--- src/rtl/cfgp_pkg.sv ---
package cfgp_pkg;
    localparam int CRC_W = 16;
    localparam int ARG_W = 16;

    typedef enum logic [3:0] {
        ST_HUNT, ST_CMD, ST_CMT_OPEN, ST_CMT_SKIP, ST_PAYLOAD,
        ST_BURST, ST_TRAIL, ST_DONE, ST_FAULT
    } st_e;

    typedef enum logic [2:0] {
        ERR_NONE, ERR_NOSYNC, ERR_CMD, ERR_ACTION,
        ERR_FREQ, ERR_WPTR, ERR_WARM, ERR_COMMENT
    } err_e;

    localparam logic [3:0] OP_ACTION = 4'h0;
    localparam logic [3:0] OP_BANK   = 4'h1;
    localparam logic [3:0] OP_CHECK  = 4'h2;
    localparam logic [3:0] OP_FREQ   = 4'h5;
    localparam logic [3:0] OP_ROW    = 4'h6;
    localparam logic [3:0] OP_COL    = 4'h7;
    localparam logic [3:0] OP_WPTR   = 4'h8;
    localparam logic [3:0] OP_WARM   = 4'h9;

    localparam logic [ARG_W-1:0] ACT_CRAM   = 16'h0001;
    localparam logic [ARG_W-1:0] ACT_BRAM   = 16'h0003;
    localparam logic [ARG_W-1:0] ACT_CRCCLR = 16'h0005;
    localparam logic [ARG_W-1:0] ACT_WAKE   = 16'h0006;
endpackage

--- src/rtl/cfgp_crc.sv ---
module cfgp_crc
    import cfgp_pkg::*;
#(
    parameter logic [CRC_W-1:0] POLY = 16'h1021
) (
    input  logic             clk,
    input  logic             rst_n,
    input  logic             upd,
    input  logic             clr,
    input  logic [7:0]       din,
    output logic [CRC_W-1:0] crc_q
);
    function automatic logic [CRC_W-1:0] step(input logic [CRC_W-1:0] c, input logic [7:0] d);
        logic [CRC_W-1:0] r;
        logic             fb;
        r = c;
        for (int i = 7; i >= 0; i--) begin
            fb = r[CRC_W-1] ^ d[i];
            r  = {r[CRC_W-2:0], 1'b0};
            if (fb) r = r ^ POLY;
        end
        return r;
    endfunction

    always_ff @(posedge clk or negedge rst_n) begin
        if (!rst_n)    crc_q <= '0;
        else if (clr)  crc_q <= '0;
        else if (upd)  crc_q <= step(crc_q, din);
    end

    AST_CRC_CLEARED: assert property (@(posedge clk) disable iff (!rst_n)
        clr |=> (crc_q == '0));
endmodule

--- src/rtl/cfgp_sync.sv ---
module cfgp_sync #(
    parameter logic [31:0] SYNC_WORD = 32'h7EAA997E
) (
    input  logic       clk,
    input  logic       rst_n,
    input  logic       shift_en,
    input  logic [7:0] din,
    output logic       hit
);
    logic [23:0] hist_q;

    always_ff @(posedge clk or negedge rst_n) begin
        if (!rst_n)        hist_q <= '0;
        else if (shift_en) hist_q <= {hist_q[15:0], din};
    end

    assign hit = ({hist_q, din} == SYNC_WORD);
endmodule

--- src/rtl/cfgp_cmd_check.sv ---
module cfgp_cmd_check
    import cfgp_pkg::*;
(
    input  logic [7:0] cmd,
    output logic       legal,
    output logic [1:0] len
);
    always_comb begin
        unique case (cmd[7:4])
            OP_ACTION, OP_BANK, OP_FREQ:                  len = 2'd1;
            OP_CHECK, OP_ROW, OP_COL, OP_WPTR, OP_WARM:   len = 2'd2;
            default:                                      len = 2'd0;
        endcase
        legal = (len != 2'd0) && (cmd[3:0] == {2'b00, len});
    end
endmodule

--- src/rtl/cfg_stream_parser.sv ---
module cfg_stream_parser
    import cfgp_pkg::*;
#(
    parameter logic [31:0] SYNC_WORD   = 32'h7EAA997E,
    parameter int          SIZE_W      = 16,
    parameter int          TRAIL_BYTES = 2,
    parameter logic [15:0] CRC_POLY    = 16'h1021
) (
    input  logic              clk,
    input  logic              rst_n,
    input  logic              in_valid,
    input  logic [7:0]        in_data,
    input  logic              in_last,
    output logic              in_ready,
    input  logic              burst_last,
    output logic              burst_valid,
    output logic              cram_start,
    output logic              bram_start,
    output logic              wp_reset,
    output logic              done,
    output logic              error,
    output logic [2:0]        err_code,
    output logic              crc_fail,
    output logic              bank_bad,
    output logic [15:0]       crc_out,
    output logic [1:0]        bank,
    output logic [1:0]        freq,
    output logic              warm_boot,
    output logic [SIZE_W:0]   cram_rows,
    output logic [SIZE_W-1:0] cram_cols,
    output logic [SIZE_W:0]   bram_rows,
    output logic [SIZE_W-1:0] bram_cols
);
    localparam int ROW_W   = SIZE_W + 1;
    localparam int TRAIL_W = $clog2(TRAIL_BYTES + 1);

    st_e              state, state_n;
    err_e             fault_code, pay_err;
    st_e              pay_next;
    logic             accept, sync_hit, cmd_legal, pay_last, crc_clr;
    logic [1:0]       cmd_len, left_q;
    logic [3:0]       op_q;
    logic             two_q, row_seen, col_seen;
    logic [7:0]       hi_q, prev_q;
    logic [TRAIL_W-1:0] trail_q;
    logic [CRC_W-1:0] snap_q;
    logic [ARG_W-1:0] word;

    assign in_ready    = (state != ST_DONE) && (state != ST_FAULT);
    assign accept      = in_valid && in_ready;
    assign burst_valid = (state == ST_BURST) && in_valid;
    assign word        = two_q ? {hi_q, in_data} : {8'h00, in_data};
    assign pay_last    = (state == ST_PAYLOAD) && accept && (left_q == 2'd1);
    assign crc_clr     = pay_last && (op_q == OP_ACTION) && (word == ACT_CRCCLR);

    cfgp_sync #(.SYNC_WORD(SYNC_WORD)) u_sync (
        .clk(clk), .rst_n(rst_n), .shift_en(accept && (state == ST_HUNT)),
        .din(in_data), .hit(sync_hit));

    cfgp_cmd_check u_chk (.cmd(in_data), .legal(cmd_legal), .len(cmd_len));

    cfgp_crc #(.POLY(CRC_POLY)) u_crc (
        .clk(clk), .rst_n(rst_n), .upd(accept), .clr(crc_clr),
        .din(in_data), .crc_q(crc_out));

    // Outcome of a completed argument
    always_comb begin
        pay_next = ST_CMD;
        pay_err  = ERR_NONE;
        case (op_q)
            OP_ACTION: begin
                if (word == ACT_CRAM || word == ACT_BRAM) pay_next = ST_BURST;
                else if (word == ACT_WAKE)                pay_next = ST_DONE;
                else if (word != ACT_CRCCLR) begin pay_next = ST_FAULT; pay_err = ERR_ACTION; end
            end
            OP_FREQ: if (word > 16'd2) begin pay_next = ST_FAULT; pay_err = ERR_FREQ; end
            OP_WPTR: if (word != 16'h0000 && word != 16'h0080) begin
                pay_next = ST_FAULT; pay_err = ERR_WPTR;
            end
            OP_WARM: if ((word & 16'hFFDF) != '0) begin pay_next = ST_FAULT; pay_err = ERR_WARM; end
            default: ;
        endcase
    end

    // Next state
    always_comb begin
        state_n    = state;
        fault_code = ERR_NONE;
        unique case (state)
            ST_HUNT: if (accept) begin
                if (sync_hit)     state_n = ST_CMD;
                else if (in_last) begin state_n = ST_FAULT; fault_code = ERR_NOSYNC; end
            end
            ST_CMD: if (accept) begin
                if (in_data == 8'hFF) state_n = ST_CMT_OPEN;
                else if (!cmd_legal)  begin state_n = ST_FAULT; fault_code = ERR_CMD; end
                else                  state_n = ST_PAYLOAD;
            end
            ST_CMT_OPEN: if (accept) begin
                if (in_data == 8'h00) state_n = ST_CMT_SKIP;
                else begin state_n = ST_FAULT; fault_code = ERR_COMMENT; end
            end
            ST_CMT_SKIP: if (accept && prev_q == 8'h00 && in_data == 8'hFF) state_n = ST_CMD;
            ST_PAYLOAD:  if (pay_last) begin state_n = pay_next; fault_code = pay_err; end
            ST_BURST:    if (accept && burst_last) state_n = ST_TRAIL;
            ST_TRAIL:    if (accept && trail_q == TRAIL_W'(TRAIL_BYTES - 1)) state_n = ST_CMD;
            ST_DONE, ST_FAULT: ;
            default: state_n = ST_FAULT;
        endcase
    end

    // State register
    always_ff @(posedge clk or negedge rst_n) begin
        if (!rst_n) state <= ST_HUNT;
        else        state <= state_n;
    end

    // Outputs and working registers
    always_ff @(posedge clk or negedge rst_n) begin
        if (!rst_n) begin
            cram_start <= 1'b0; bram_start <= 1'b0; wp_reset <= 1'b0;
            done <= 1'b0; error <= 1'b0; err_code <= ERR_NONE;
            crc_fail <= 1'b0; bank_bad <= 1'b0; bank <= '0; freq <= '0;
            warm_boot <= 1'b0; cram_rows <= '0; cram_cols <= '0;
            bram_rows <= '0; bram_cols <= '0; row_seen <= 1'b0; col_seen <= 1'b0;
            op_q <= '0; left_q <= '0; two_q <= 1'b0; hi_q <= '0; prev_q <= '0;
            trail_q <= '0; snap_q <= '0;
        end else begin
            cram_start <= 1'b0;
            bram_start <= 1'b0;
            wp_reset   <= 1'b0;
            if (state_n == ST_FAULT && state != ST_FAULT) begin
                error    <= 1'b1;
                err_code <= fault_code;
            end
            if (state_n == ST_DONE && state != ST_DONE) done <= 1'b1;
            if (accept) begin
                case (state)
                    ST_CMD: begin
                        op_q   <= in_data[7:4];
                        left_q <= cmd_len;
                        two_q  <= (cmd_len == 2'd2);
                        snap_q <= crc_out;
                    end
                    ST_CMT_OPEN, ST_CMT_SKIP: prev_q <= in_data;
                    ST_PAYLOAD: begin
                        hi_q   <= in_data;
                        left_q <= left_q - 2'd1;
                        if (pay_last) begin
                            case (op_q)
                                OP_ACTION: begin
                                    cram_start <= (word == ACT_CRAM);
                                    bram_start <= (word == ACT_BRAM);
                                end
                                OP_BANK: begin
                                    bank <= word[1:0];
                                    if (word > 16'd3) bank_bad <= 1'b1;
                                end
                                OP_CHECK: if (word != snap_q) crc_fail <= 1'b1;
                                OP_FREQ:  if (word <= 16'd2) freq <= word[1:0];
                                OP_ROW: begin
                                    if (!row_seen) cram_rows <= ROW_W'(word) + ROW_W'(1);
                                    else           bram_rows <= ROW_W'(word) + ROW_W'(1);
                                    row_seen <= 1'b1;
                                end
                                OP_COL: begin
                                    if (!col_seen) cram_cols <= SIZE_W'(word);
                                    else           bram_cols <= SIZE_W'(word);
                                    col_seen <= 1'b1;
                                end
                                OP_WPTR: if (word == 16'h0000) wp_reset <= 1'b1;
                                OP_WARM: if ((word & 16'hFFDF) == '0) warm_boot <= word[5];
                                default: ;
                            endcase
                        end
                    end
                    ST_BURST: if (burst_last) trail_q <= '0;
                    ST_TRAIL: trail_q <= trail_q + TRAIL_W'(1);
                    default: ;
                endcase
            end
        end
    end

    AST_START_EXCLUSIVE: assert property (@(posedge clk) disable iff (!rst_n)
        !(cram_start && bram_start));
    AST_START_NEEDS_BYTE: assert property (@(posedge clk) disable iff (!rst_n)
        (cram_start || bram_start) |-> $past(in_valid));
    AST_DONE_STICKY: assert property (@(posedge clk) disable iff (!rst_n)
        done |=> done);
    AST_FAULT_STICKY: assert property (@(posedge clk) disable iff (!rst_n)
        error |=> (error && $stable(err_code)));
    AST_TERMINAL_NOT_READY: assert property (@(posedge clk) disable iff (!rst_n)
        (done || error) |-> !in_ready);
    AST_DONE_XOR_FAULT: assert property (@(posedge clk) disable iff (!rst_n)
        !(done && error));
    AST_FREQ_LEGAL: assert property (@(posedge clk) disable iff (!rst_n)
        freq != 2'd3);
endmodule

--- config.mk ---
export PLATFORM = sky130hd
export DESIGN_NAME = cfg_stream_parser
export DESIGN_NICKNAME = d
export VERILOG_FILES = /design/src/rtl/cfgp_pkg.sv /design/src/rtl/cfgp_crc.sv /design/src/rtl/cfgp_sync.sv /design/src/rtl/cfgp_cmd_check.sv /design/src/rtl/cfg_stream_parser.sv
export SDC_FILE = /design/constraint.sdc
export NUM_CORES = 1
export LEC_CHECK = 0
export BUFFER_PORTS_ARGS = -buffer_cell sky130_fd_sc_hd__buf_2
export CAP_MARGIN = 20
export CORE_UTILIZATION = 58
export DETAILED_ROUTE_END_ITERATION = 8
export PLACE_DENSITY = 0.81
export SLEW_MARGIN = 10
export SYNTH_ARGS = -nofsm -noshare
export SYNTH_HDL_FRONTEND = slang
export SYNTH_SLANG_ARGS = --single-unit
--- constraint.sdc ---
create_clock -name clk -period 3.2 [get_ports clk]
set_input_delay 0.32 -clock clk [delete_from_list [all_inputs] [get_ports clk]]
set_output_delay 0.32 -clock clk [all_outputs]
set_load 0.005 [all_outputs]
==> results.md <==
- Largest family of logic cells by synthesized area: simple AND/OR/NAND/NOR gates
- Setup_tns: 0 ns
- Total grt overflow: 0
- Detailed placement HPWL: 13.30 mm
- RSZ-0062 raised after global routing: false
- P&R area growth vs syn: 16.13%
- Max rail drop VDD: around 0.46 mV
- Area fraction in compound gates after synthesis: between 8 and 9%
- Die Ht: between 100 and 150 µm
- Cell accounting for the most synthesized area: dfrtp_1
- Pwr per Cell Area: a little over 600 nW/µm²
- Vias: approximately 6,400
- Mapped Cells: 810
- Fmax: 389.9 MHz
- RD Place Congestion: around 0.93
- Post-synth top area share: 52.52%
- Synth unique cells: 64
- Final #Nets: 924
- Buffer depth of the longest clock path: 2
- Top sig layer: met4
- Post-synth EDFFs: 0
- Fin crit share: 80.15%
- Num CTS Buffers: 17
- Clock Skews: 0.009272 ns
- Rows: 42
- CP max stage delay: 0.64 ns
- #FFs+latches synth: about 170
- Syn Area/Cell: roughly 9.9 µm²
- WL final: ~20 mm
- Critical path, cell by cell: or4b_1 -> nor3_1 -> and3_1 -> and2b_1 -> buf_4 -> mux2_2
- Final-report max-slew violation count: 0
- Crit path max-delay family: simple AND/OR/NAND/NOR gates
- Number of fill cells in the layout: 1,005
- Clock latency on the worst-skew pair: ~0.43 ns
- Die X: between 100 and 150 µm
- Crit path DAT: roughly 2.9 ns
- Post-Syn Area: about 8000 µm²
- First-pass DRT Iterations: 5
- First-pass GRT wire length: ~33 mm
- Final setup violation count: 0
- Initial antenna violation count: 0
- Met2 WL: roughly 9.4 mm
- Leakage: 4.750 nW
- Critical setup path kind: flop to flop
- Crit path time final: ~2.6 ns
- Critical Path RT: roughly 3.5 ns
- Post-Layout Cell Count: between 1,000 and 1,500
- Antenna-violating nets left: 0
- Synth Area in Adders: less than 1%
- Root Driver: clkbuf_16
- Slew at the pin with the worst max-slew slack: 0.8607 ns
- Simple-Gate Fraction of Synth Area: around 21%
- DR WL/cell: ~18 µm
- Final hold viol count: 0
- Avg Vias per Cell: 5.866
- Vias in the first global route: between 6,000 and 7,000
- Setup crit end kind: flop
- Critical Path Fanout Max: 17
- Dpl cells: roughly 1,100
- Hold Crit Class: primary input to flop
- Clk pin slew, worst setup/hold paths: 0.06 ns
- Slew headroom: 42.62%
- DRC Markers: 0
- I/O pins: approximately 110
- XOR/XNOR share of the synthesized area: about 5.6%
- Core area: approximately 13,000 µm²
- Initial Util: 59.96%
- Routed length on met3: 1.492 mm
- Ys Warns: 0
- Gr usage total: 29.68%
- CTS tree: built
- Die area: between 10,000 and 15,000 µm²
- Dominant cells by area after synthesis: dfrtp_1 (53%), nand2_1 (8.6%), mux2_2 (7.2%), o21ai_0 (3.1%), xnor2_1 (2.8%)
- Tot Pwr: 5.621 mW
- Status: finished clean
- Post-synthesis mux area share: just under 8%
- Final Util: between 60% and 70%
- Clock Sinks: roughly 170
- Syn_nets: between 800 and 900
- Antenna fix cells: 0
- Routed metal-1 wirelength: 8.594 mm
- Total of max-cap violations: 0
- Largest net degree at the start of global routing: ~100
- Share of cells above drive strength 1: 24.51%
- Crit path launch type: flop
- H-tree depth: 4
- IO buf count: around 110
- Post CTS Setup Buffer Count: 0
- Post_cts resized: 0
- Synth async-reset ratio: between 90% and 100%
- 1st-iter DRT viols: 735
- Sequential fraction of the synthesis area: around 53%
- Slowest CP cell: or4b_1
- Buf/Inv on CP: 1
- Synth Flop Type: dfrtp_1
==> sequential cells by signal (all words and copies together) (netlist names), 2 cells and up <==
register / flops
prev_q: 8
bank: 2
u_sync.hist_q: 24
left_q: 2
freq: 2
snap_q: 16
err_code: 3
bram_rows: 17
bram_cols: 16
trail_q: 2
hi_q: 8
state: 4
cram_cols: 16
cram_rows: 17
op_q: 4
u_crc.crc_q: 16
==> placed cells by master, fill, tap and decap left out, drive strengths merged, types with 5 or more instances in the layout <==
master / n
a21oi: 20
a31oi: 9
and2: 14
and3: 11
buf: 130
clkbuf: 19
dfrtp: 168
ha: 6
inv: 15
mux2: 51
mux2i: 5
nand2: 183
nand2b: 9
nand3: 14
nand4: 7
nor2: 54
nor3: 9
nor4: 10
o21ai: 52
o31ai: 5
xnor2: 26
xor2: 25
==> through the flow <==
stage | setup WS (ns) | hold slack [ns] | area (µm²)
final | 0.6351 | 0.2270 | 9295
after global routing | 0.5068 | 0.2229 | 9295
after CTS | 0.6491 | 0.2114 | 9295
after detailed placement | 0.6348 | 0.1490 | 8698
after global placement | 0.6783 | 0.1492 | 8698
after floorplan | 0.7444 | 0.02441 | 8004
==> cell usage after synthesis (2+ instances only) <==
| library cell | count |
|---|---|
| or4_1 | 3 |
| buf_4 | 2 |
| nor4bb_1 | 4 |
| o211ai_1 | 4 |
| and2_1 | 14 |
| a22oi_1 | 3 |
| o21ai_0 | 49 |
| nor3_1 | 8 |
| nand4_1 | 7 |
| nand4b_1 | 4 |
| buf_6 | 3 |
| mux2i_1 | 5 |
| nand2b_1 | 9 |
| nand2_1 | 183 |
| clkbuf_1 | 40 |
| o22ai_1 | 3 |
| nand3_1 | 14 |
| o21ai_1 | 3 |
| and3_1 | 11 |
| mux2_2 | 51 |
| a21oi_1 | 20 |
| o31ai_1 | 5 |
| ha_1 | 6 |
| nor2_1 | 54 |
| a31oi_1 | 9 |
| nor3b_1 | 2 |
| xor2_1 | 25 |
| a211oi_1 | 2 |
| a21o_1 | 2 |
| o21a_1 | 2 |
| nor2b_1 | 4 |
| and4_1 | 3 |
| buf_2 | 9 |
| dfrtp_1 | 168 |
| xnor2_1 | 26 |
| nor4_1 | 9 |
| nand3b_1 | 3 |
| inv_1 | 12 |
| or2_2 | 4 |
==> what timing repair did <==
action / CTS / global route
hold endpoints to repair: 13 / 0
hold buffers: 1 / 0
endpoints found under the setup margin: 0 / 0
==> kinds of logic after synthesis <==
kind of cell               Yosys count
DFF                                168
adders and majority gates            6
xor gates and xnor gates            51
and+or+nand+nor                    347
buffers and inverters               67
AOI/OAI and AO/OA                  115
muxes                               56
==> worst min-delay path: cells and delay by family <==
kind                   cells  cell delay (ns)
buffers and inverters      1             0.18
AND/OR/NAND/NOR            2             0.12
==> path summary, 6_finish.rpt <==
kind	start	to	slack, ns	cells past startpoint
worst max-delay path	state[0]	cram_cols[12]	0.64	6
worst min-delay path	in_data[3]	u_sync.hist_q[3]	0.23	3
worst max register to register	state[0]	cram_cols[12]	0.64	6
worst min register to register	done	done	0.47	1
max in group asynchronous	rst_n	cram_rows[13]	2.05	3
min in group asynchronous	rst_n	done	0.27	2
==> power breakdown <==
part | internal (mW) | switching, mW | total, mW
Sequential | 2.37 | 0.250 | 2.62
Clock | 1.18 | 0.879 | 2.06
Combinational | 0.439 | 0.510 | 0.949
Total | 3.98 | 1.64 | 5.62
==> final cells by class <==
| class | instances | area [µm²] | area share [%] |
|---|---|---|---|
| tap | 176 | 220.2 | 2.369 |
| clock buffer | 19 | 442.9 | 4.765 |
| inverter | 12 | 45.04 | 0.4846 |
| multi-input combinational | 575 | 3512 | 37.78 |
| timing repair buffer | 131 | 726.9 | 7.821 |
| clock inverter | 13 | 143.9 | 1.548 |
| sequential | 168 | 4204 | 45.23 |
==> metal layers <==
metal | vias up | global-route usage (%)
li1 | 2941 | -
met2 | 316 | 46.50
met5 | - | 0
met3 | 50 | 6.130
met4 | 0 | 11.48
met1 | 3110 | 40.67
Power figures use the tool's default switching activity.
